### src/rtl/arb_pkg.sv
package arb_pkg;
  typedef enum logic [2:0] {
    OWN_NONE = 3'd0,
    OWN_REF  = 3'd1,
    OWN_VB   = 3'd2,
    OWN_VME  = 3'd3,
    OWN_REG  = 3'd4
  } owner_e;

  localparam int NUM_SYNC = 8;
  localparam int IX_VB_REQ  = 0;
  localparam int IX_VME_REQ = 1;
  localparam int IX_REG_REQ = 2;
  localparam int IX_LOCK    = 3;
  localparam int IX_VME_BLT = 4;
  localparam int IX_VB_BLT  = 5;
  localparam int IX_AO_VME  = 6;
  localparam int IX_AO_VB   = 7;
endpackage

### src/rtl/arb_sync.sv
module arb_sync #(
  parameter int WIDTH  = 8,
  parameter int STAGES = 2
) (
  input  logic             clk,
  input  logic             rst_n,
  input  logic [WIDTH-1:0] d,
  output logic [WIDTH-1:0] q
);
  for (genvar b = 0; b < WIDTH; b++) begin : g_bit
    logic [STAGES-1:0] chain_q;
    always_ff @(posedge clk or negedge rst_n) begin
      if (!rst_n) chain_q <= '0;
      else        chain_q <= {chain_q[STAGES-2:0], d[b]};
    end
    assign q[b] = chain_q[STAGES-1];
  end
endmodule

### src/rtl/arb_refresh_src.sv
module arb_refresh_src #(
  parameter int REFRESH_CYCLES = 1500,
  parameter int PEND_MAX       = 2,
  localparam int CNT_W  = $clog2(REFRESH_CYCLES),
  localparam int PEND_W = $clog2(PEND_MAX + 1)
) (
  input  logic              clk,
  input  logic              rst_n,
  input  logic [1:0]        ao_lvl,
  input  logic              take,
  output logic              pend_nz,
  output logic [PEND_W-1:0] pend
);
  localparam int SUM_W = PEND_W + 2;

  logic [CNT_W-1:0]  cnt_q, cnt_d;
  logic [PEND_W-1:0] pend_q, pend_d;
  logic [1:0]        ao_prev_q;
  logic              tick;
  logic [1:0]        ao_edge;
  logic [SUM_W-1:0]  sum;

  assign tick    = (cnt_q == CNT_W'(REFRESH_CYCLES - 1));
  assign ao_edge = ao_lvl & ~ao_prev_q;

  always_comb begin
    cnt_d = tick ? '0 : cnt_q + 1'b1;
    sum   = SUM_W'(pend_q) + SUM_W'(tick) + SUM_W'(ao_edge[0]) + SUM_W'(ao_edge[1])
            - SUM_W'(take);
    if (sum > SUM_W'(PEND_MAX)) pend_d = PEND_W'(PEND_MAX);
    else                        pend_d = sum[PEND_W-1:0];
  end

  always_ff @(posedge clk or negedge rst_n) begin
    if (!rst_n) begin
      cnt_q     <= '0;
      pend_q    <= '0;
      ao_prev_q <= '0;
    end else begin
      cnt_q     <= cnt_d;
      pend_q    <= pend_d;
      ao_prev_q <= ao_lvl;
    end
  end

  assign pend_nz = (pend_q != '0);
  assign pend    = pend_q;
endmodule

### src/rtl/arb_core.sv
module arb_core
  import arb_pkg::*;
(
  input  logic       clk,
  input  logic       rst_n,
  input  logic       ref_pend,
  input  logic       vb_req,
  input  logic       vme_req,
  input  logic       reg_req,
  input  logic       lockout,
  input  logic       blt_any,
  input  logic       refr_done,
  output logic       take,
  output logic [3:0] gnt,
  output logic       refr_cmd
);
  owner_e owner_q, owner_d, pick;
  logic   cmd_q;

  always_comb begin
    pick = OWN_NONE;
    if (ref_pend && !blt_any)   pick = OWN_REF;
    else if (vb_req && !lockout) pick = OWN_VB;
    else if (vme_req)           pick = OWN_VME;
    else if (reg_req)           pick = OWN_REG;
  end

  always_comb begin
    owner_d = owner_q;
    unique case (owner_q)
      OWN_NONE: owner_d = pick;
      OWN_REF:  if (refr_done) owner_d = OWN_NONE;
      OWN_VB:   if (!vb_req)   owner_d = OWN_NONE;
      OWN_VME:  if (!vme_req)  owner_d = OWN_NONE;
      OWN_REG:  if (!reg_req)  owner_d = OWN_NONE;
      default:  owner_d = OWN_NONE;
    endcase
  end

  assign take = (owner_q == OWN_NONE) && (pick == OWN_REF);

  always_ff @(posedge clk or negedge rst_n) begin
    if (!rst_n) begin
      owner_q <= OWN_NONE;
      cmd_q   <= 1'b0;
    end else begin
      owner_q <= owner_d;
      cmd_q   <= take;
    end
  end

  assign gnt = {owner_q == OWN_REG, owner_q == OWN_VME,
                owner_q == OWN_VB,  owner_q == OWN_REF};
  assign refr_cmd = cmd_q;
endmodule

### src/rtl/mem_arbiter4.sv
module mem_arbiter4
  import arb_pkg::*;
#(
  parameter int REFRESH_CYCLES = 1500,
  parameter int PEND_MAX       = 2,
  localparam int PEND_W = $clog2(PEND_MAX + 1)
) (
  input  logic       clk,
  input  logic       rst_n,
  input  logic       vb_req,
  input  logic       vme_req,
  input  logic       reg_req,
  input  logic       vme_lock,
  input  logic       vme_blt,
  input  logic       vb_blt,
  input  logic       ao_vme,
  input  logic       ao_vb,
  input  logic       refr_done,
  output logic [3:0] gnt,
  output logic       refr_cmd
);
  logic [NUM_SYNC-1:0] raw, syn;
  logic                lockout, blt_any, take, pend_nz;
  logic [PEND_W-1:0]   pend;

  assign raw = {ao_vb, ao_vme, vb_blt, vme_blt, vme_lock, reg_req, vme_req, vb_req};

  arb_sync #(.WIDTH(NUM_SYNC), .STAGES(2)) u_sync (
    .clk(clk), .rst_n(rst_n), .d(raw), .q(syn)
  );

  assign lockout = syn[IX_LOCK] | syn[IX_VME_BLT];
  assign blt_any = syn[IX_VME_BLT] | syn[IX_VB_BLT];

  arb_refresh_src #(.REFRESH_CYCLES(REFRESH_CYCLES), .PEND_MAX(PEND_MAX)) u_ref (
    .clk(clk), .rst_n(rst_n),
    .ao_lvl({syn[IX_AO_VB], syn[IX_AO_VME]}),
    .take(take), .pend_nz(pend_nz), .pend(pend)
  );

  arb_core u_core (
    .clk(clk), .rst_n(rst_n), .ref_pend(pend_nz),
    .vb_req(syn[IX_VB_REQ]), .vme_req(syn[IX_VME_REQ]), .reg_req(syn[IX_REG_REQ]),
    .lockout(lockout), .blt_any(blt_any), .refr_done(refr_done),
    .take(take), .gnt(gnt), .refr_cmd(refr_cmd)
  );
endmodule

### config.mk
export PLATFORM = sky130hd
export DESIGN_NAME = mem_arbiter4
export DESIGN_NICKNAME = d
export VERILOG_FILES = /design/src/rtl/arb_pkg.sv /design/src/rtl/arb_sync.sv /design/src/rtl/arb_refresh_src.sv /design/src/rtl/arb_core.sv /design/src/rtl/mem_arbiter4.sv
export SDC_FILE = /design/constraint.sdc
export NUM_CORES = 1
export LEC_CHECK = 0
export BUFFER_PORTS_ARGS = -buffer_cell sky130_fd_sc_hd__buf_2
export CAP_MARGIN = 20
export CORE_MARGIN = 5
export CORE_UTILIZATION = 37
export DETAILED_ROUTE_END_ITERATION = 12
export PLACE_DENSITY = 0.67
export REMOVE_ABC_BUFFERS = 1
export SLEW_MARGIN = 10
export SYNTH_ARGS = -nofsm -noshare
export SYNTH_HDL_FRONTEND = slang
export SYNTH_SLANG_ARGS = --single-unit
### constraint.sdc
create_clock -name clk -period 3.22 [get_ports clk]
set_clock_uncertainty 0.2 [all_clocks]
set_input_delay 0.805 -clock clk [delete_from_list [all_inputs] [get_ports clk]]
set_output_delay 0.805 -clock clk [all_outputs]
set_load 0.03 [all_outputs]
==> results of run 1 <==
how the worst min path moves through the flow:
stage / slack [ns] / startpoint / cells past startpoint / to
3_5_place_dp: 0.13 / u_sync.g_bit[1].chain_q[0] / 0 / u_sync.g_bit[1].chain_q[1]
2_1_floorplan: 0.13 / u_sync.g_bit[0].chain_q[0] / 0 / u_sync.g_bit[0].chain_q[1]
5_1_grt: 0.15 / u_sync.g_bit[5].chain_q[0] / 0 / u_sync.g_bit[5].chain_q[1]
6_report: 0.15 / u_sync.g_bit[5].chain_q[0] / 0 / u_sync.g_bit[5].chain_q[1]
3_3_place_gp: 0.13 / u_sync.g_bit[7].chain_q[0] / 0 / u_sync.g_bit[7].chain_q[1]
4_1_cts: 0.15 / u_sync.g_bit[5].chain_q[0] / 0 / u_sync.g_bit[5].chain_q[1]
report_power, final:
group / leakage, nW / internal (mW) / switching [mW] / total, mW
registers: 0.425 / 0.475 / 0.0191 / 0.494
clock network: 0.0470 / 0.167 / 0.143 / 0.310
logic: 0.393 / 0.166 / 0.187 / 0.352
stage by stage:
step	power, mW	std cells	utilization (%)
2_1_floorplan	0.668	120	-
3_3_place_gp	0.745	195	45.0
3_5_place_dp	0.761	195	45.0
4_1_cts	1.15	208	50.8
5_1_grt	1.23	210	51.6
6_report	1.16	210	51.6
final cells by class:
cell class                 instances  area [um^2]
clock inverter                     1         5.00
clock buffer                       6         82.6
timing repair buffer              35          225
sequential                        35          876
tap                               48         60.1
inverter                           9         36.3
fill                             342         1810
multi-input combinational         76          647
registers in the layout (all words and copies together) (netlist names):
register              cells
u_sync.g_bit.chain_q     16
u_ref.cnt_q              11
u_core.owner_q            3
u_ref.ao_prev_q           2
u_ref.pend                2
u_core.refr_cmd           1
cells in the final DEF, fill, tap and decap left out, types with 2 or more instances in the layout:
| master | count |
|---|---|
| fa_2 | 2 |
| xor2_1 | 4 |
| buf_4 | 20 |
| nand2_1 | 5 |
| clkbuf_8 | 6 |
| nand2b_1 | 5 |
| ha_1 | 2 |
| inv_1 | 7 |
| a21oi_1 | 4 |
| nand3_1 | 7 |
| nor3b_1 | 4 |
| dfrtp_1 | 35 |
| ha_4 | 3 |
| buf_2 | 15 |
| nor2_1 | 13 |
| xnor2_1 | 2 |
worst max-delay path: cells and delay by family, from the launching register on:
kind / cells / cell delay [ns]
xor gates and xnor gates: 1 / 0.19
buffers and inverters: 2 / 0.08
DFF: 1 / 0.35
adders and majority gates: 4 / 1.02
and+or+nand+nor: 5 / 1.17
AOI/OAI and AO/OA: 1 / 0.22
kinds of logic after synthesis:
group / count (synthesis) / synth area share [%]
AND/OR/NAND/NOR: 46 / 17.9
multiplexers: 1 / 0.768
flip-flops: 35 / 59.7
buffers and inverters: 11 / 2.82
AO/OA/AOI/OAI: 14 / 6.74
adder cells (fa/ha/maj): 8 / 7.85
XOR/XNOR: 7 / 4.18
per-layer routing:
layer / wire length, um / vias up / global-route usage (%)
li1: - / 489 / -
met3: 148 / 7 / 4.82
met1: 1010 / 478 / 11.3
met5: 0 / - / 0
met4: 75 / 0 / 5.74
met2: 1360 / 21 / 20.5
timing repair:
action,CTS,global route
buffers inserted,6,2
endpoints found under the setup margin,2,2
pin swaps,6,0
gates resized for setup,18,2
==> impl_metrics.yaml, run 1 <==
layout:
  final_area_um2: 1930
  drive_gt1_share_pct: 38.3
  n_antenna_cell: 0
  nets: 181
  area_growth_pct: 31.7
clocking:
  h-tree-depth: 2
  root_buffer: "clkbuf_8"
  cts_hold_buffers: 0
  cts_buffers: 5
  cts_sinks: 35
  clk_pin_slew_ns: 0.06
  clockBufferDepth: 2
  cts_tree: "yes"
  clock_latency_ns: 0.28
critical_path:
  crit_path_max_fanout: 3
  crit_path_frequent_cell: "ha_4"
  crit_type: "register to register"
  cp_slowest_stage_delay_ns: 0.46
  r2r_slack_ns: -0.12
  r2r_cells: 13
  worstReg2RegStart: "u_ref.cnt_q[1]"
  crit_chain: "ha_2 -> or4b_4 -> or3_4 -> nor2_4 -> ha_4 -> inv_2 -> ha_4 -> inv_4 -> fa_2 -> xor2_4 -> nor2_1 -> and4_1 -> o21ba_2"
  crit_start: "u_ref.cnt_q[1]"
  setup.worst_path.end_class: "register"
  cp.required_ns: 3.19
  regToRegEndpoint: "u_ref.pend[0]"
  crit_path_end: "u_ref.pend[0]"
  critPathLaunchType: "register"
  crit_path_top_delay_cell: "or4b_4"
  arrival_ns: 3.31
sta:
  fmaxAchievable_ghz: 0.299
  slew_headroom_pct: 50.1
  fin_setup_tns_ns: -0.173
  hold_violations: 0
  whs_ns: 0.147
  tightest_slew_ns: 0.748
  fin_crit_sh_pct: 104
  final-max-slew-violation-count: 0
  rsz0062_at_grt: "yes"
  layout_setup_ws_ns: -0.123
  period_needed_ns: 3.34
  finalSetupViolCount: 2
synth:
  synth_enable_flop_cells: 0
  synthTopCellsByCount: "dfrtp_1 (35), nor2_1 (13), inv_1 (9), nand3_1 (7), ha_1 (6)"
  ys_top_cells_by_area: "dfrtp_1 (60%), ha_1 (5.1%), nor2_1 (3.3%), xor2_1 (3.0%), fa_1 (2.7%)"
  synthesis.area_um2: 1470
  synth_flop_cell: "dfrtp_1"
  yosysSeqAreaShare_pct: 59.7
  synthCells: 122
  postSynthAreaPerCell_um2: 12.0
  yosysTopAreaCell: "dfrtp_1"
  synth.distinct_cells: 34
  synth_top_area_share_pct: 59.7
  yosysMostFrequentCell: "dfrtp_1"
  synthArstFlopShare_pct: 100
  yosys_warnings: 0
  synth_seq_cells: 35
floorplanning:
  core_area_um2: 3740
  ios: 16
  placement_rows: 22
  chipHeight_um: 73.0
  start_util_pct: 39.2
  die_w_um: 73.0
  die-area_um2: 5320
power:
  powerDensity_nw_per_um2: 599
  p_leak_nw: 0.865
  vdd_drop_max_uv: 257
global_route:
  grt_overflow_total: 0
  grt_max_degree: 36
  grt_pass1_vias: 1079
  antenna_found_initial: 0
  grt.total_usage_pct: 11.5
  grt_pass1_wl_um: 4600
routing:
  via_count: 995
  dr.first_iter.drc_count: 20
  routed_wl_um: 2600
  ant_nets: 0
  firstDrtPassIters: 4
  route.detailed.drc: 0
  viasPerCell: 4.74
  wire_per_inst_um: 12.4
placed_design:
  dpl.hpwl_um: 1770
  gp_congestion: 0.852
  io_buffers: 15
  place_area_um2: 1680
  dpl_worst_slack_ns: -0.436
status:
  status: "finished, violations left"
  violations: "negative setup slack"
flow_run:
  cap_viol_max_count: 0
min_path:
  hold_class: "register to register"
(Power assumes the default switching activity.)
==> run 2, diff against run 1 <==
--- a/config.mk
+++ b/config.mk
@@ -10,7 +10,7 @@
 export CORE_MARGIN = 5
 export CORE_UTILIZATION = 37
 export DETAILED_ROUTE_END_ITERATION = 12
-export PLACE_DENSITY = 0.67
+export PLACE_DENSITY = 0.65
 export REMOVE_ABC_BUFFERS = 1
 export SLEW_MARGIN = 10
 export SYNTH_ARGS = -nofsm -noshare
==> constraint.sdc (replaced) <==
create_clock -name clk -period 3.2 [get_ports clk]
set_clock_uncertainty 0.2 [all_clocks]
set_input_delay 0.8 -clock clk [delete_from_list [all_inputs] [get_ports clk]]
set_output_delay 0.8 -clock clk [all_outputs]
set_load 0.03 [all_outputs]
==> impl_metrics.yaml, run 2 (same netlist as run 1, synthesis figures left out) <==
power:
  vdd_drop_max_uv: 341
  p_leak_nw: 0.824
  pwr-share-clk_pct: 33.4
  power.internal_mw: 0.842
  combPwrFrac_pct: 24.7
  design_power_total_mw: 1.19
  powerDensity_nw_per_um2: 644
  sequentialPowerShare_pct: 41.8
  p_sw_share_pct: 29.1
  switchingPower_mw: 0.346
clocking:
  clockBufferDepth: 2
  root_buffer: "clkbuf_8"
  cts_hold_buffers: 0
  cts_tree: "yes"
  cts_buffers: 5
  cts_sinks: 35
  clock_latency_ns: 0.29
  clk_pin_slew_ns: 0.07
  h-tree-depth: 2
  post_cts_buffers: 0
sta:
  fmaxAchievable_ghz: 0.299
  rsz0062_at_grt: "yes"
  slew_headroom_pct: 50.7
  hold_violations: 0
  finalSetupViolCount: 2
  whs_ns: 0.147
  fin_crit_sh_pct: 105
  layout_setup_ws_ns: -0.148
  period_needed_ns: 3.35
  final-max-slew-violation-count: 0
  tightest_slew_ns: 0.739
placed_design:
  dpl_worst_slack_ns: -0.384
  dpl.hpwl_um: 1810
  io_buffers: 15
  gp_congestion: 0.759
  dpl.cell_count: 195
flow_run:
  cap_viol_max_count: 0
floorplanning:
  placement_rows: 22
  core_area_um2: 3740
  die-area_um2: 5320
  start_util_pct: 39.2
  chipHeight_um: 73.0
  die_w_um: 73.0
  ios: 16
global_route:
  grt_overflow_total: 0
  grt_pass1_wl_um: 4150
  grt_pass1_vias: 955
  grt.total_usage_pct: 10.5
  antenna_found_initial: 0
  grt_max_degree: 36
layout:
  top_register: "u_sync.g_bit.chain_q"
  final_common_cell: "dfrtp_1"
  top_regs: "u_sync.g_bit.chain_q x16, u_ref.cnt_q x11, u_core.owner_q x3"
  area_growth_pct: 25.8
  fin_cells: 203
  nets: 173
  n_antenna_cell: 0
  finish.utilization_pct: 49.3
  final_cell_mix: "dfrtp_1 (35), buf_2 (15), nor2_1 (13)"
  largest_reg_flops: 16
  drive_gt1_share_pct: 34.8
  fillers: 347
critical_path:
  critPathLaunchType: "register"
  crit_type: "register to register"
  setup.worst_path.end_class: "register"
  crit_path_top_delay_cell: "fa_2"
  crit_family: "simple AND/OR/NAND/NOR gates"
  cp.required_ns: 3.19
  cp_slowest_stage_delay_ns: 0.59
  crit_chain: "ha_2 -> or4b_4 -> or3_4 -> nor2_4 -> ha_4 -> inv_2 -> fa_2 -> inv_2 -> fa_2 -> nor2_1 -> and4_1 -> o21ba_2"
  r2r_slack_ns: -0.15
  cp_num_buf_inv: 2
  crit_path_max_fanout: 2
  arrival_ns: 3.33
routing:
  wire_per_inst_um: 12.0
  viasPerCell: 4.78
  route.detailed.drc: 0
  routed_wl_um: 2440
  ant_nets: 0
  firstDrtPassIters: 4
  via_count: 970
  dr.first_iter.drc_count: 48
min_path:
  hold_class: "register to register"
status:
  violations: "negative setup slack"
  status: "finished, violations left"
run 2: per-stage QoR:
| stage | area [um^2] | setup TNS, ns |
|---|---|---|
| floorplan | 1460 | -0.692 |
| global placement | 1680 | -0.504 |
| detailed placement | 1680 | -0.722 |
| CTS | 1840 | -0.282 |
| global route | 1840 | -0.515 |
| finish | 1840 | -0.235 |
run 2: timing repair:
action | CTS | global route
gates resized for setup | 15 | 0
setup endpoints to repair | 2 | 2
endpoints found under the hold margin | 0 | 0
pin swaps | 4 | 1
run 2: path summary, 6_finish.rpt:
check | endpoint | depth (start not counted) | start
max | u_ref.pend[0] | 12 | u_ref.cnt_q[1]
min | u_sync.g_bit[3].chain_q[1] | 0 | u_sync.g_bit[3].chain_q[0]
max reg2reg | u_ref.pend[0] | 12 | u_ref.cnt_q[1]
min reg2reg | u_sync.g_bit[3].chain_q[1] | 0 | u_sync.g_bit[3].chain_q[0]
max in group asynchronous | u_core.owner_q[2] | 1 | rst_n
min in group asynchronous | u_sync.g_bit[1].chain_q[1] | 1 | rst_n
run 2: layer usage:
layer / part of all wire [%] / vias up / GRT usage [%] / wire, um
met3: 7.8 / 5 / 4.41 / 189
li1: - / 473 / - / -
met4: 1.6 / 0 / 4.92 / 40
met2: 49 / 28 / 16.7 / 1190
met1: 42 / 464 / 12.1 / 1010
met5: 0 / - / 0 / 0
run 2: worst register-to-register path: cells and delay by family (launching register included):
kind                       cells  cell delay (ns)
and+or+nand+nor                5             1.21
DFF                            1             0.36
adders and majority gates      4             1.18
buffers and inverters          2             0.10
AOI/OAI and AO/OA              1             0.21
run 2: final cells by class:
type	instances	area (um^2)	area share (%)
Tap cell	48	60.1	3.26
Inverter	9	33.8	1.83
Timing Repair Buffer	27	165	8.96
Clock inverter	3	47.5	2.58
Multi-Input combinational cell	76	593	32.2
Sequential cell	35	876	47.5
Clock buffer	5	68.8	3.73
run 2: power groups by stage:
stage | clock (mW) | sequential (mW) | combinational (mW)
after CTS | 0.412 | 0.497 | 0.299
after floorplan | 0 | 0.519 | 0.152
final | 0.397 | 0.497 | 0.294
after detailed placement | 0 | 0.504 | 0.266
after global placement | 0 | 0.503 | 0.247
after global routing | 0.428 | 0.501 | 0.326
==> run 3, diff against run 2 <==
--- a/config.mk
+++ b/config.mk
@@ -8,9 +8,9 @@
 export BUFFER_PORTS_ARGS = -buffer_cell sky130_fd_sc_hd__buf_2
 export CAP_MARGIN = 20
 export CORE_MARGIN = 5
-export CORE_UTILIZATION = 37
+export CORE_UTILIZATION = 43
 export DETAILED_ROUTE_END_ITERATION = 12
-export PLACE_DENSITY = 0.65
+export PLACE_DENSITY = 0.72
 export REMOVE_ABC_BUFFERS = 1
 export SLEW_MARGIN = 10
 export SYNTH_ARGS = -nofsm -noshare
==> impl_metrics.yaml, run 3 (same netlist as run 1, synthesis figures left out) <==
critical_path:
  crit_chain: "ha_2 -> or4b_4 -> or3_4 -> nor2_4 -> ha_4 -> inv_1 -> ha_1 -> inv_2 -> ha_1 -> nor2b_1 -> o21ai_2 -> a2111oi_2 -> o21ba_2"
  crit_type: "register to register"
  critPathLaunchType: "register"
  crit_path_frequent_cell: "ha_1"
  arrival_ns: 3.45
  crit_path_max_fanout: 4
  setup.worst_path.end_class: "register"
  cp.required_ns: 3.28
  cp_slowest_stage_delay_ns: 0.46
  crit_path_top_delay_cell: "or4b_4"
clocking:
  cts_buffers: 5
  cts_hold_buffers: 0
  clockBufferDepth: 2
  root_buffer: "clkbuf_4"
  clk_pin_slew_ns: 0.11
  h-tree-depth: 2
  cts_tree: "yes"
  clock_latency_ns: 0.33
  cts_sinks: 35
sta:
  fin_crit_sh_pct: 105
  fin_setup_tns_ns: -0.338
  finalSetupViolCount: 2
  rsz0062_at_grt: "yes"
  period_needed_ns: 3.37
  slew_headroom_pct: 50.1
  layout_setup_ws_ns: -0.170
  whs_ns: 0.157
  final-max-slew-violation-count: 0
  hold_violations: 0
  tightest_slew_ns: 0.748
  fmaxAchievable_ghz: 0.297
layout:
  finish.utilization_pct: 55.4
  final_cell_mix: "dfrtp_1 (35), buf_2 (15), nor2_1 (13), buf_4 (13), nand3_1 (7)"
  nets: 174
  top_regs: "u_sync.g_bit.chain_q x16, u_ref.cnt_q x11, u_core.owner_q x3"
  drive_gt1_share_pct: 34.6
  n_antenna_cell: 0
  top_register: "u_sync.g_bit.chain_q"
  largest_reg_flops: 16
  area_growth_pct: 25.2
  fillers: 294
  final_area_um2: 1840
  final_common_cell: "dfrtp_1"
  fin_cells: 202
power:
  powerDensity_nw_per_um2: 641
  design_power_total_mw: 1.18
  vdd_drop_max_uv: 380
  p_leak_nw: 0.820
global_route:
  grt_overflow_total: 0
  grt_pass1_vias: 1022
  grt_pass1_wl_um: 4490
  grt.total_usage_pct: 13.5
  grt_max_degree: 36
  antenna_found_initial: 0
placed_design:
  gp_congestion: 0.774
  place_area_um2: 1670
  dpl_worst_slack_ns: -0.440
  dpl.cell_count: 192
  io_buffers: 15
  dpl.hpwl_um: 1830
status:
  status: "finished, violations left"
  violations: "negative setup slack"
floorplanning:
  placement_rows: 21
  chipHeight_um: 68.4
  core_area_um2: 3310
  die_w_um: 68.4
  ios: 16
  start_util_pct: 44.3
  die-area_um2: 4680
routing:
  routed_wl_um: 2550
  firstDrtPassIters: 4
  viasPerCell: 4.85
  via_count: 980
  wire_per_inst_um: 12.6
  dr.first_iter.drc_count: 51
  ant_nets: 0
  route.detailed.drc: 0
min_path:
  hold_class: "register to register"
flow_run:
  cap_viol_max_count: 0
[run 3: cell types whose count changed in the layout (fill, tap and decap cells not counted), sizes merged]
| cell | delta |
|---|---|
| bufinv | +1 |
| clkinvlp | +1 |
| clkinv | -1 |
| inv | -1 |
| buf | +1 |
[run 3: worst max-delay path: cells and delay by family, from the launching register on]
| family | cells | cell delay [ns] |
|---|---|---|
| AND/OR/NAND/NOR | 4 | 1.09 |
| AO/OA/AOI/OAI | 3 | 0.66 |
| buffers and inverters | 2 | 0.11 |
| adder cells (fa/ha/maj) | 4 | 0.89 |
| flip-flops | 1 | 0.38 |
[run 3: final cells by class]
class | instances | area, um^2 | area share, %
repair buffers | 28 | 173 | 9.41
clock buffers | 5 | 37.5 | 2.04
well taps | 46 | 57.6 | 3.14
multi-input cells | 76 | 591 | 32.2
clock inverters | 3 | 67.6 | 3.68
flip-flops and latches | 35 | 876 | 47.7
inverters | 9 | 33.8 | 1.84
[run 3: worst paths after layout]
| kind | cells past startpoint | slack (ns) | end | from |
|---|---|---|---|---|
| min in group asynchronous | 1 | 0.32 | u_ref.cnt_q[6] | rst_n |
| setup / recovery | 13 | -0.17 | u_ref.pend[0] | u_ref.cnt_q[0] |
| setup reg to reg | 13 | -0.17 | u_ref.pend[0] | u_ref.cnt_q[0] |
| hold / removal | 0 | 0.16 | u_sync.g_bit[7].chain_q[1] | u_sync.g_bit[7].chain_q[0] |
| max in group asynchronous | 1 | 2.01 | u_ref.cnt_q[0] | rst_n |
| hold reg to reg | 0 | 0.16 | u_sync.g_bit[7].chain_q[1] | u_sync.g_bit[7].chain_q[0] |
[run 3: repair_timing]
action,in CTS,in global routing
resized for setup,12,1
pin swaps,5,1
setup buffers,1,1
gates cloned,0,0
endpoints found under the setup margin,2,2
[run 3: layer usage]
layer | wire (um) | vias to the layer above | share of wire (%) | GRT usage [%]
met4 | 33 | 0 | 1.3 | 4.47
met2 | 1250 | 23 | 49 | 21.8
met5 | 0 | - | 0 | 0
met3 | 148 | 7 | 5.8 | 5.58
li1 | - | 476 | - | -
met1 | 1120 | 474 | 44 | 16.3
[run 3: where the power goes]
group	switching, mW	internal, mW
Combinational	0.165	0.124
Clock	0.149	0.243
Sequential	0.0184	0.477
Total	0.333	0.845
